--- config.mk ---
export PLATFORM = sky130hd
export DESIGN_NAME = sirq_status_ctrl
export DESIGN_NICKNAME = d
export VERILOG_FILES = /design/src/rtl/lpc_sirq_pkg.sv /design/src/rtl/sirq_status_latch.sv /design/src/rtl/sirq_reg_bank.sv /design/src/rtl/sirq_active_gen.sv /design/src/rtl/sirq_status_ctrl.sv
export SDC_FILE = /design/constraint.sdc
export NUM_CORES = 1
export LEC_CHECK = 0
export BUFFER_PORTS_ARGS = -buffer_cell sky130_fd_sc_hd__buf_2
export CAP_MARGIN = 20
export CORE_MARGIN = 10
export CORE_UTILIZATION = 29
export CTS_BUF_LIST = sky130_fd_sc_hd__clkbuf_8 sky130_fd_sc_hd__clkbuf_16
export CTS_CLUSTER_SIZE = 30
export DETAILED_ROUTE_END_ITERATION = 8
export SETUP_SLACK_MARGIN = 0.2
export SYNTH_ARGS = -nofsm -noshare
export SYNTH_HDL_FRONTEND = slang
export SYNTH_SLANG_ARGS = --single-unit
--- constraint.sdc ---
create_clock -name clk -period 5.2 [get_ports clk]
set_input_delay 0.52 -clock clk [delete_from_list [all_inputs] [get_ports clk]]
set_output_delay 0.52 -clock clk [all_outputs]
set_load 0.05 [all_outputs]
--- src/rtl/lpc_sirq_pkg.sv ---
package lpc_sirq_pkg;

  // Register byte offsets (decoded by software drivers, so they are fixed)
  localparam logic [7:0] OFS_FW_SEL  = 8'h24;
  localparam logic [7:0] OFS_FW_SIZE = 8'h28;
  localparam logic [7:0] OFS_CTRL    = 8'h30;
  localparam logic [7:0] OFS_MASK    = 8'h34;
  localparam logic [7:0] OFS_STAT    = 8'h38;
  localparam logic [7:0] OFS_ERRADR  = 8'h40;

  // Control register field positions
  localparam int CTL_EN_BIT    = 31;
  localparam int CTL_QUIET_BIT = 30;
  localparam int CTL_START_HI  = 25;
  localparam int CTL_START_LO  = 24;
  localparam int CTL_AUTO_BIT  = 23;

  // Reset value of the firmware read-size register (4-byte access)
  localparam logic [31:0] FW_SIZE_RST = 32'h0200_0000;

  // Status/mask bit that carries device interrupt idx
  function automatic int irq_bit(input int dw, input int idx);
    return dw - 1 - idx;
  endfunction

  // Control bits that hold state; all others read back as zero
  function automatic logic [31:0] ctrl_keep_mask();
    logic [31:0] m;
    m = '0;
    m[CTL_EN_BIT]    = 1'b1;
    m[CTL_QUIET_BIT] = 1'b1;
    m[CTL_START_HI]  = 1'b1;
    m[CTL_START_LO]  = 1'b1;
    m[CTL_AUTO_BIT]  = 1'b1;
    return m;
  endfunction

  // Start-frame width in clocks for a width code
  function automatic int start_frame_clocks(input logic [1:0] code);
    case (code)
      2'b00:   return 4;
      2'b01:   return 6;
      default: return 8;
    endcase
  endfunction

endpackage

--- src/rtl/sirq_status_latch.sv ---
module sirq_status_latch #(
  parameter int NUM_IRQ = 16
) (
  input  logic               clk,
  input  logic               rst_n,
  input  logic [NUM_IRQ-1:0] dev_irq,
  input  logic [NUM_IRQ-1:0] w1c_req,
  input  logic               auto_en,
  output logic [NUM_IRQ-1:0] stat_q,
  output logic [NUM_IRQ-1:0] stat_nxt,
  output logic [NUM_IRQ-1:0] line_fell,
  output logic [NUM_IRQ-1:0] clr_hit
);

  logic [NUM_IRQ-1:0] line_q;

  always_ff @(posedge clk or negedge rst_n) begin
    if (!rst_n) begin
      line_q <= '0;
      stat_q <= '0;
    end else begin
      line_q <= dev_irq;
      stat_q <= stat_nxt;
    end
  end

  for (genvar i = 0; i < NUM_IRQ; i++) begin : g_bit
    // Named per-bit events for the checks below
    assign line_fell[i] = line_q[i] & ~dev_irq[i];
    assign clr_hit[i]   = (w1c_req[i] & ~dev_irq[i]) | (auto_en & line_fell[i]);
    assign stat_nxt[i]  = (stat_q[i] | dev_irq[i]) & ~clr_hit[i];

    // a sampled-high line leaves its status bit set
    assert_set_on_level_R2: assert property (@(posedge clk) disable iff (!rst_n)
      dev_irq[i] |=> stat_q[i]);

    // without a clear request or auto-clear, a set bit holds
    assert_sticky_R2: assert property (@(posedge clk) disable iff (!rst_n)
      (stat_q[i] && !w1c_req[i] && !auto_en) |=> stat_q[i]);

    // acknowledge of a low line clears the bit
    assert_w1c_low_R3: assert property (@(posedge clk) disable iff (!rst_n)
      (w1c_req[i] && !dev_irq[i]) |=> !stat_q[i]);

    // acknowledge of a high line is ignored
    assert_w1c_ignored_R4: assert property (@(posedge clk) disable iff (!rst_n)
      (w1c_req[i] && dev_irq[i]) |=> stat_q[i]);

    // auto-clear drops the bit on a falling line
    assert_autoclear_R6: assert property (@(posedge clk) disable iff (!rst_n)
      (auto_en && line_fell[i]) |=> !stat_q[i]);
  end

endmodule

--- src/rtl/sirq_reg_bank.sv ---
module sirq_reg_bank
  import lpc_sirq_pkg::*;
#(
  parameter int DATA_W  = 32,
  parameter int ADDR_W  = 8,
  parameter int NUM_IRQ = 16
) (
  input  logic               clk,
  input  logic               rst_n,
  input  logic               wr_en,
  input  logic [ADDR_W-1:0]  addr,
  input  logic [DATA_W-1:0]  wdata,
  input  logic [NUM_IRQ-1:0] stat_q,
  output logic [DATA_W-1:0]  ctrl_q,
  output logic [DATA_W-1:0]  ctrl_nxt,
  output logic [NUM_IRQ-1:0] mask_q,
  output logic [NUM_IRQ-1:0] mask_nxt,
  output logic [NUM_IRQ-1:0] w1c_req,
  output logic [DATA_W-1:0]  rdata
);

  localparam logic [DATA_W-1:0] KEEP = DATA_W'(ctrl_keep_mask());

  logic [DATA_W-1:0] fw_sel_q, fw_size_q;
  logic [DATA_W-1:0] stat_view, mask_view;
  logic hit_ctrl, hit_mask, hit_stat, hit_sel, hit_size;

  // Write decode, exposed as named strobes
  assign hit_ctrl = wr_en && (addr == ADDR_W'(OFS_CTRL));
  assign hit_mask = wr_en && (addr == ADDR_W'(OFS_MASK));
  assign hit_stat = wr_en && (addr == ADDR_W'(OFS_STAT));
  assign hit_sel  = wr_en && (addr == ADDR_W'(OFS_FW_SEL));
  assign hit_size = wr_en && (addr == ADDR_W'(OFS_FW_SIZE));

  assign ctrl_nxt = hit_ctrl ? (wdata & KEEP) : ctrl_q;

  always_comb begin
    for (int i = 0; i < NUM_IRQ; i++) begin
      mask_nxt[i] = hit_mask ? wdata[irq_bit(DATA_W, i)] : mask_q[i];
      w1c_req[i]  = hit_stat & wdata[irq_bit(DATA_W, i)];
    end
  end

  always_ff @(posedge clk or negedge rst_n) begin
    if (!rst_n) begin
      ctrl_q    <= '0;
      mask_q    <= '0;
      fw_sel_q  <= '0;
      fw_size_q <= DATA_W'(FW_SIZE_RST);
    end else begin
      ctrl_q <= ctrl_nxt;
      mask_q <= mask_nxt;
      if (hit_sel)  fw_sel_q  <= wdata;
      if (hit_size) fw_size_q <= wdata;
    end
  end

  // Register layout of status and mask: interrupt i at bit DATA_W-1-i
  always_comb begin
    stat_view = '0;
    mask_view = '0;
    for (int i = 0; i < NUM_IRQ; i++) begin
      stat_view[irq_bit(DATA_W, i)] = stat_q[i];
      mask_view[irq_bit(DATA_W, i)] = mask_q[i];
    end
  end

  always_comb begin
    case (addr)
      ADDR_W'(OFS_FW_SEL):  rdata = fw_sel_q;
      ADDR_W'(OFS_FW_SIZE): rdata = fw_size_q;
      ADDR_W'(OFS_CTRL):    rdata = ctrl_q;
      ADDR_W'(OFS_MASK):    rdata = mask_view;
      ADDR_W'(OFS_STAT):    rdata = stat_view;
      ADDR_W'(OFS_ERRADR):  rdata = '0;
      default:              rdata = '1;
    endcase
  end

  // firmware registers change only on their own write
  assert_fw_size_hold_R8: assert property (@(posedge clk) disable iff (!rst_n)
    !hit_size |=> $stable(fw_size_q));
  assert_fw_sel_hold_R8: assert property (@(posedge clk) disable iff (!rst_n)
    !hit_sel |=> $stable(fw_sel_q));

  // a control write that is not to the control offset leaves it intact
  assert_ctrl_hold_R7: assert property (@(posedge clk) disable iff (!rst_n)
    !hit_ctrl |=> $stable(ctrl_q));

endmodule

--- src/rtl/sirq_active_gen.sv ---
module sirq_active_gen #(
  parameter int NUM_IRQ = 16
) (
  input  logic               clk,
  input  logic               rst_n,
  input  logic [NUM_IRQ-1:0] stat_nxt,
  input  logic [NUM_IRQ-1:0] mask_nxt,
  input  logic               en_nxt,
  input  logic [NUM_IRQ-1:0] stat_q,
  input  logic [NUM_IRQ-1:0] mask_q,
  input  logic               en_q,
  output logic [NUM_IRQ-1:0] active_q,
  output logic               irq_q
);

  logic [NUM_IRQ-1:0] active_nxt;

  // Computed from next-state values so outputs land on the capturing edge
  assign active_nxt = en_nxt ? (stat_nxt & mask_nxt) : '0;

  always_ff @(posedge clk or negedge rst_n) begin
    if (!rst_n) begin
      active_q <= '0;
      irq_q    <= 1'b0;
    end else begin
      active_q <= active_nxt;
      irq_q    <= |active_nxt;
    end
  end

  // disabled means nothing active
  assert_disabled_quiet_R5: assert property (@(posedge clk) disable iff (!rst_n)
    !en_q |-> (active_q == '0));

  // registered output agrees with the registered state
  assert_active_match_R5: assert property (@(posedge clk) disable iff (!rst_n)
    en_q |-> (active_q == (stat_q & mask_q)));

  // summary line tracks the vector
  assert_irq_or_R10: assert property (@(posedge clk) disable iff (!rst_n)
    irq_q == (active_q != '0));

endmodule

--- src/rtl/sirq_status_ctrl.sv ---
module sirq_status_ctrl
  import lpc_sirq_pkg::*;
#(
  parameter int NUM_IRQ = 16,
  parameter int DATA_W  = 32,
  parameter int ADDR_W  = 8
) (
  input  logic               clk,
  input  logic               rst_n,
  input  logic [NUM_IRQ-1:0] dev_irq,
  input  logic               reg_valid,
  input  logic               reg_write,
  input  logic [ADDR_W-1:0]  reg_addr,
  input  logic [DATA_W-1:0]  reg_wdata,
  output logic [DATA_W-1:0]  reg_rdata,
  output logic [NUM_IRQ-1:0] active_vec,
  output logic               irq_out
);

  logic               wr_en;
  logic [DATA_W-1:0]  ctrl_q, ctrl_nxt;
  logic [NUM_IRQ-1:0] mask_q, mask_nxt, w1c_req;
  logic [NUM_IRQ-1:0] stat_q, stat_nxt, line_fell, clr_hit;

  assign wr_en = reg_valid && reg_write;

  sirq_reg_bank #(
    .DATA_W  (DATA_W),
    .ADDR_W  (ADDR_W),
    .NUM_IRQ (NUM_IRQ)
  ) u_regs (
    .clk      (clk),
    .rst_n    (rst_n),
    .wr_en    (wr_en),
    .addr     (reg_addr),
    .wdata    (reg_wdata),
    .stat_q   (stat_q),
    .ctrl_q   (ctrl_q),
    .ctrl_nxt (ctrl_nxt),
    .mask_q   (mask_q),
    .mask_nxt (mask_nxt),
    .w1c_req  (w1c_req),
    .rdata    (reg_rdata)
  );

  sirq_status_latch #(
    .NUM_IRQ (NUM_IRQ)
  ) u_latch (
    .clk       (clk),
    .rst_n     (rst_n),
    .dev_irq   (dev_irq),
    .w1c_req   (w1c_req),
    .auto_en   (ctrl_q[CTL_AUTO_BIT]),
    .stat_q    (stat_q),
    .stat_nxt  (stat_nxt),
    .line_fell (line_fell),
    .clr_hit   (clr_hit)
  );

  sirq_active_gen #(
    .NUM_IRQ (NUM_IRQ)
  ) u_active (
    .clk      (clk),
    .rst_n    (rst_n),
    .stat_nxt (stat_nxt),
    .mask_nxt (mask_nxt),
    .en_nxt   (ctrl_nxt[CTL_EN_BIT]),
    .stat_q   (stat_q),
    .mask_q   (mask_q),
    .en_q     (ctrl_q[CTL_EN_BIT]),
    .active_q (active_vec),
    .irq_q    (irq_out)
  );

  // a clear never hits a line that is high at that edge
  assert_clear_only_low_R4: assert property (@(posedge clk) disable iff (!rst_n)
    (clr_hit & dev_irq) == '0);

  // auto-clear off means falling lines clear nothing on their own
  assert_no_autoclear_R6: assert property (@(posedge clk) disable iff (!rst_n)
    (!ctrl_q[CTL_AUTO_BIT] && w1c_req == '0) |=> ((stat_q & $past(stat_q)) == $past(stat_q)));

endmodule

==> metrics, run 1 <==
outcome=complete, no violations; Num CTS Buffers=17; Die Wd=159 um; fraction of layout cells with a size suffix above 1=36.3%; initial antenna violation count=0; total leakage power=0.00328 uW; Rel. slew slack=32.5%; Clock transition at path regs=0.05 ns; CTS tree=done; Final Hold Vio Count=0; largest net degree at the start of global routing=74; number of remaining DRC errors=0; port buffer count=108; DRT iter0 DRCs=378; Simple-Gate Fraction of Synth Area=11.8%; Worst setup EP type=output port; Adder-Cell Fraction of Synth Area=0%; # diodes=0; worst path required time=4.68 ns; Slew Limit Fails=0; Setup Fix Bufs, Post-CTS=0; GP Congestion=0.786; io pins=109; skew final=0.00625 ns; GRT Residual Overflow=0; die footprint=25,400 um2; Async S/R FF share, synth=100%; leading area contributor after synthesis=dfrtp_1; Synth Warn #=0; leading register cell type out of synthesis=dfrtp_1; first-pass GRT wire length=27.3 mm; H-Tree Depth=4; CP arrival=3.08 ns; Post-synth EDFFs=0; share of the synthesized area in the top cell type=59.2%; drt wl/cell=20.3 um; Seq/Total Area, Yosys=59.6%; unrepaired setup endpoints after global routing=false; main area contributors after synthesis=dfrtp_1 (59%), mux2_2 (11%), a22oi_1 (3.6%); Final period util=69.2%; Root Buffer Master=clkbuf_16; largest family of logic cells by synthesized area=multiplexers; antenna-violating nets left=0; final count of negative-setup-slack endpoints=0; Post-Syn Instances=473; clock sink count=134; die height=159 um; Yosys cell types=35; Seq cells post-synth=134; Slowest-stage cell, CP=or4b_2; Starting Density=29.8%; Tot GR Track Use=13.7%; Critical Path Max Stage Delay=0.76 ns; crit path max fanout=23; area occupied by multi-input gates=2050 um2; CTS resizes=0; fin nets=640; hold buffer count at CTS=0; Core Box Area=18,900 um2; Site Rows=50; cell mode on critical path=buf_2; net count after synthesis=533; TNS Setup=0 ns; via/cell ratio=5.07; post-synthesis mux area share=13.2%; Compound-Gate Fraction of Synth Area=10.8%; Hold Crit Class=in2async; DP Wirelength=11.8 mm; FILL cells=1,866; clk_lat worst skew=0.42 ns; sequential cell area=3350 um2; TritonRoute pass-1 iters=5; PwrDens=329 nW/um2; f_max=278 MHz; number of max-cap violations=0; Post-Syn Area=5630 um2; CP Buf/Inv Count=3; number of global-route vias before repair=4,719; CTS max path bufs=2; via count=4,316; Crit Path Category=in2out; area delta synth->final=24.8%; total wire length=17.3 mm; minimum hold slack=0.182 ns; Tmin final=3.60 ns; Worst Tran Pin Value=1.01 ns; Peak supply drop=0.222 mV; Setup WS post-layout=1.60 ns; fin util=37.2%; pre-CTS setup slack=1.61 ns; CP Cell Sequence=buf_2 -> or4b_2 -> nor2_2 -> buf_4 -> a222oi_1 -> nand3_1 -> buf_2; Syn Area/Cell=11.9 um2; Tot Pwr=2310 uW; XOR/XNOR Fraction of Synth Area=0%; CP Launch Type=primary input; CP top delay family=simple AND/OR/NAND/NOR gates
## synth_stat cells, types with 2 or more instances
library cell	count
or4b_2	2
nand2b_1	6
nand2_1	52
nand3_1	22
buf_6	2
inv_1	33
and2_1	2
mux2i_1	10
buf_1	3
nor3_1	12
o21ai_0	14
a31oi_1	10
mux2_2	55
a221o_1	16
a222oi_1	5
a22oi_1	27
clkbuf_1	22
nor2_1	5
nor4_1	4
dfrtp_1	133
buf_2	3
nand4_1	17
a221oi_1	6
## placed cells by master, fill, tap and decap left out, types with 2 or more instances in the layout
cell	n
a221o_1	16
a221oi_1	6
a222oi_1	5
a22oi_1	27
a31oi_1	10
and2_1	2
buf_2	107
buf_4	11
clkbuf_16	17
clkbuf_8	3
clkinv_2	7
clkinvlp_4	2
dfrtp_1	133
inv_1	34
mux2_2	55
mux2i_1	10
nand2_1	52
nand2b_1	6
nand3_1	22
nand4_1	17
nor2_2	4
nor3_1	12
nor4_1	4
o21ai_0	14
or4b_2	2
## worst register-to-register path, delay by kind of cell, from the launching register on
| family | cells | cell delay, ns |
|---|---|---|
| AND/OR/NAND/NOR | 4 | 0.94 |
| flip-flops | 1 | 0.90 |
| AO/OA/AOI/OAI | 1 | 0.13 |
## cell families (layout without fill, tap and decap cells)
kind of cell | after synthesis | count (layout)
AOI/OAI and AO/OA | 80 | 80
buffers and inverters | 63 | 182
DFF | 134 | 134
muxes | 66 | 66
and+or+nand+nor | 130 | 130
## flip-flops by register name, summed over array words and instances, names as in the netlist
register / count
u_regs.fw_sel_q: 32
u_regs.mask_q: 16
u_latch.stat_q: 16
u_latch.line_q: 16
u_regs.fw_size_q: 32
u_active.active_q: 16
u_regs.ctrl_q: 5
u_active.irq_q: 1
## worst paths after layout
path	start	slack, ns	depth (start not counted)	endpoint
setup / recovery	reg_addr[3]	1.60	7	reg_rdata[24]
hold / removal	rst_n	0.18	1	u_regs.fw_size_q[12]$_DFFE_PN0P_
setup reg to reg	u_regs.ctrl_q[23]$_DFFE_PN0N_	3.08	5	u_active.irq_q$_DFF_PN0_
hold reg to reg	u_regs.fw_sel_q[28]$_DFFE_PN0P_	0.49	2	u_regs.fw_sel_q[28]$_DFFE_PN0P_
max in group asynchronous	rst_n	3.58	2	u_regs.fw_size_q[1]$_DFFE_PN0P_
min in group clk	dev_irq[5]	0.22	1	u_latch.line_q[5]$_DFF_PN0_
## layer usage
metal  up-vias  track usage (%)  wire [um]
li1       1937                -          -
met1      2182             16.7       7330
met2       172             22.3       8550
met3        25             4.23       1200
met4         0             5.22        239
met5         -                0          0
## power breakdown
part           internal (uW)  switching, uW  total [uW]
clock                    683            421        1100
sequential              1070           14.0        1080
combinational           40.8           83.7         125
total                   1790            519        2310
## metrics by stage
| stage | std cells | instance area [um2] |
|---|---|---|
| after floorplan | 473 | 5630 |
| after global placement | 821 | 6470 |
| after detailed placement | 821 | 6470 |
| after CTS | 852 | 7020 |
| after global routing | 852 | 7020 |
| final | 852 | 7020 |
## final cells by class
type,instances,share of cell area [%]
flip-flops and latches,134,47.8
multi-input cells,276,29.2
repair buffers,118,8.80
clock buffers,20,6.65
well taps,260,4.63
inverters,33,1.76
clock inverters,11,1.19
Power figures use the tool's default switching activity.
==> run 2: changes to the inputs <==
==> constraint.sdc (replaced) <==
create_clock -name clk -period 3 [get_ports clk]
set_input_delay 0.3 -clock clk [delete_from_list [all_inputs] [get_ports clk]]
set_output_delay 0.3 -clock clk [all_outputs]
set_load 0.05 [all_outputs]
==> run 2 against run 1 <==
  * Global-route usage down 0.34 points
  * Combinational power rose by 80%
  * Routed wire length about the same
  * Final area grew 2.6%
  * Clock skew increased by 0.0013 ns
  * Non-clock buffer count increased by 10
  * Critical path depth unchanged
  * Clock-buffer cell count is 2 lower
  * Sequential share of layout area decreased by 1.2 points
  * Worst setup slack lost 1.1 ns
  * Utilization grew 0.97 points
  * Largest cell class unchanged
  * Highest routed layer is now met5
==> metrics, run 2 (synthesis gave the netlist of run 1 again) <==
outcome=complete, no violations (unchanged); Setup WS post-layout=0.519 ns (was 1.60 ns); Inst Count DP=826 (was 821); CP Cell Sequence=buf_2 -> or4b_2 -> nor2_2 -> buf_12 -> a222oi_1 -> nand3_1 -> buf_2 (was buf_2 -> or4b_2 -> nor2_2 -> buf_4 -> a222oi_1 -> nand3_1 -> buf_2); Tot GR Track Use=13.4% (was 13.7%); first-pass GRT wire length=26.8 mm (was 27.3 mm); Slowest-stage cell, CP=or4b_2 (unchanged); via count=4,342 (was 4,316); Slew Limit Fails=0 (unchanged); number of remaining DRC errors=0 (unchanged); CP arrival=2.18 ns (was 3.08 ns); Final Instance Count excl. Fillers=864 (was 852); DRT iter0 DRCs=429 (was 378); Tot Pwr=4190 uW (was 2310 uW); antenna-violating nets left=0 (unchanged); skew final=0.00751 ns (was 0.00625 ns); number of max-cap violations=0 (unchanged); CTS tree=done (unchanged); Core Box Area=18,900 um2 (unchanged); largest net degree at the start of global routing=63 (was 74); die height=159 um (unchanged); Comb pwr share=5.4% (about the same); unrepaired setup endpoints after global routing=false (unchanged); most frequent cells in the layout=dfrtp_1 (133), buf_2 (107), mux2_2 (55), nand2_1 (52), inv_1 (34) (unchanged); drt wl/cell=20.1 um (was 20.3 um); Peak supply drop=0.358 mV (was 0.222 mV); FILL cells=1,862 (was 1,866); Root Buffer Master=clkbuf_16 (unchanged); number of global-route vias before repair=4,761 (was 4,719); fraction of layout cells with a size suffix above 1=36.3% (about the same); Site Rows=50 (unchanged); area delta synth->final=28.0% (was 24.8%); Setup Fix Bufs, Post-CTS=0 (unchanged); Starting Density=29.8% (unchanged); area occupied by multi-input gates=2040 um2 (was 2050 um2); CP Launch Type=primary input (unchanged); sequential cell area=3350 um2 (unchanged); clock sink count=134 (unchanged); switch share=22.3% (was 22.4%); most common cell after layout, fill and taps aside=dfrtp_1 (unchanged); Reg2Reg Depth=5 (unchanged); H-Tree Depth=4 (unchanged); clk_lat worst skew=0.40 ns (was 0.42 ns); TritonRoute pass-1 iters=5 (unchanged); number of cells on the critical path=7 (unchanged); Crit Path Category=in2out (unchanged); CTS resizes=0 (unchanged); pre-CTS setup slack=0.300 ns (was 1.61 ns); total wire length=17.3 mm (about the same); die footprint=25,400 um2 (unchanged); Worst Tran Pin Value=1.00 ns (was 1.01 ns); via/cell ratio=5.03 (was 5.07); f_max=403 MHz; Clock transition at path regs=0.06 ns (was 0.05 ns); CTS max path bufs=2 (unchanged); io pins=109 (unchanged); register-to-register setup slack=0.95 ns (was 3.08 ns); part of the power in registers=44.9% (was 46.9%); GRT Residual Overflow=0 (unchanged); GP Congestion=0.837 (was 0.786); cell mode on critical path=buf_2 (unchanged); initial antenna violation count=2 (was 0); CP top delay family=simple AND/OR/NAND/NOR gates (unchanged); port buffer count=108 (unchanged); hold buffer count at CTS=2 (was 0); Largest regs=u_regs.fw_sel_q x32, u_regs.fw_size_q x32 (unchanged); total leakage power=0.00336 uW (was 0.00328 uW); Hold Crit Class=in2reg (was in2async); Final Hold Vio Count=0 (unchanged); TNS Setup=0 ns (unchanged); crit path max fanout=33 (was 23); Psw=934 uW (was 519 uW); final count of negative-setup-slack endpoints=0 (unchanged); Die Wd=159 um (unchanged); Hold Crit Depth=1; Final period util=82.7%; Rel. slew slack=33.4% (was 32.5%); Clk pwr share=49.7% (was 47.7%); Worst setup EP type=output port (unchanged); PwrDens=581 nW/um2 (was 329 nW/um2); fin nets=650 (was 640); Critical Path Max Stage Delay=0.75 ns (was 0.76 ns); Power Internal=3250 uW (was 1790 uW); CP Buf/Inv Count=3 (unchanged); Tmin final=2.48 ns; DP Wirelength=11.8 mm (about the same); worst path required time=2.70 ns (was 4.68 ns); Num CTS Buffers=17 (unchanged)
-- run 2: through the flow --
| step | instance area (um2) | hold slack, ns | utilization (%) |
|---|---|---|---|
| finish | 7200 | 0.0194 | 38.1 |
| global route | 7200 | 0.00316 | 38.1 |
| CTS | 7170 | 0.000330 | 38.0 |
| detailed placement | 6550 | 0.426 | 34.7 |
| global placement | 6550 | 0.416 | 34.7 |
| floorplan | 5630 | 0.00441 | - |
-- run 2: layer usage --
layer | part of all wire (%) | vias to the layer above | GRT usage, %
li1 | - | 1962 | -
met1 | 43 | 2242 | 16.0
met2 | 52 | 120 | 23.1
met3 | 4.7 | 16 | 3.33
met4 | 0.93 | 2 | 4.17
met5 | 0.12 | - | 0
-- run 2: path summary, 6_finish.rpt --
kind	start	end
max in group asynchronous	rst_n	u_regs.fw_size_q[1]$_DFFE_PN0P_
worst max register to register	u_regs.ctrl_q[23]$_DFFE_PN0N_	u_active.irq_q$_DFF_PN0_
worst min-delay path	dev_irq[1]	u_latch.line_q[1]$_DFF_PN0_
worst min register to register	u_regs.fw_size_q[30]$_DFFE_PN0P_	u_regs.fw_size_q[30]$_DFFE_PN0P_
min in group asynchronous	rst_n	u_regs.fw_size_q[12]$_DFFE_PN0P_
worst max-delay path	reg_addr[3]	reg_rdata[31]
-- run 2: power by group through the flow --
stage               registers [uW]  clock network, uW  logic (uW)
finish                        1880               2080         225
global route                  1880               2210         249
CTS                           1880               2110         226
detailed placement            1910                  0         223
global placement              1910                  0         215
floorplan                     1900                  0        89.9
-- run 2: layout make-up --
class / instances / area share (%)
Antenna cell: 1 / 0.0347
Clock buffer: 18 / 6.10
Clock inverter: 14 / 2.21
Inverter: 33 / 1.72
Multi-Input combinational cell: 276 / 28.4
Sequential cell: 134 / 46.6
Tap cell: 260 / 4.52
Timing Repair Buffer: 128 / 10.5
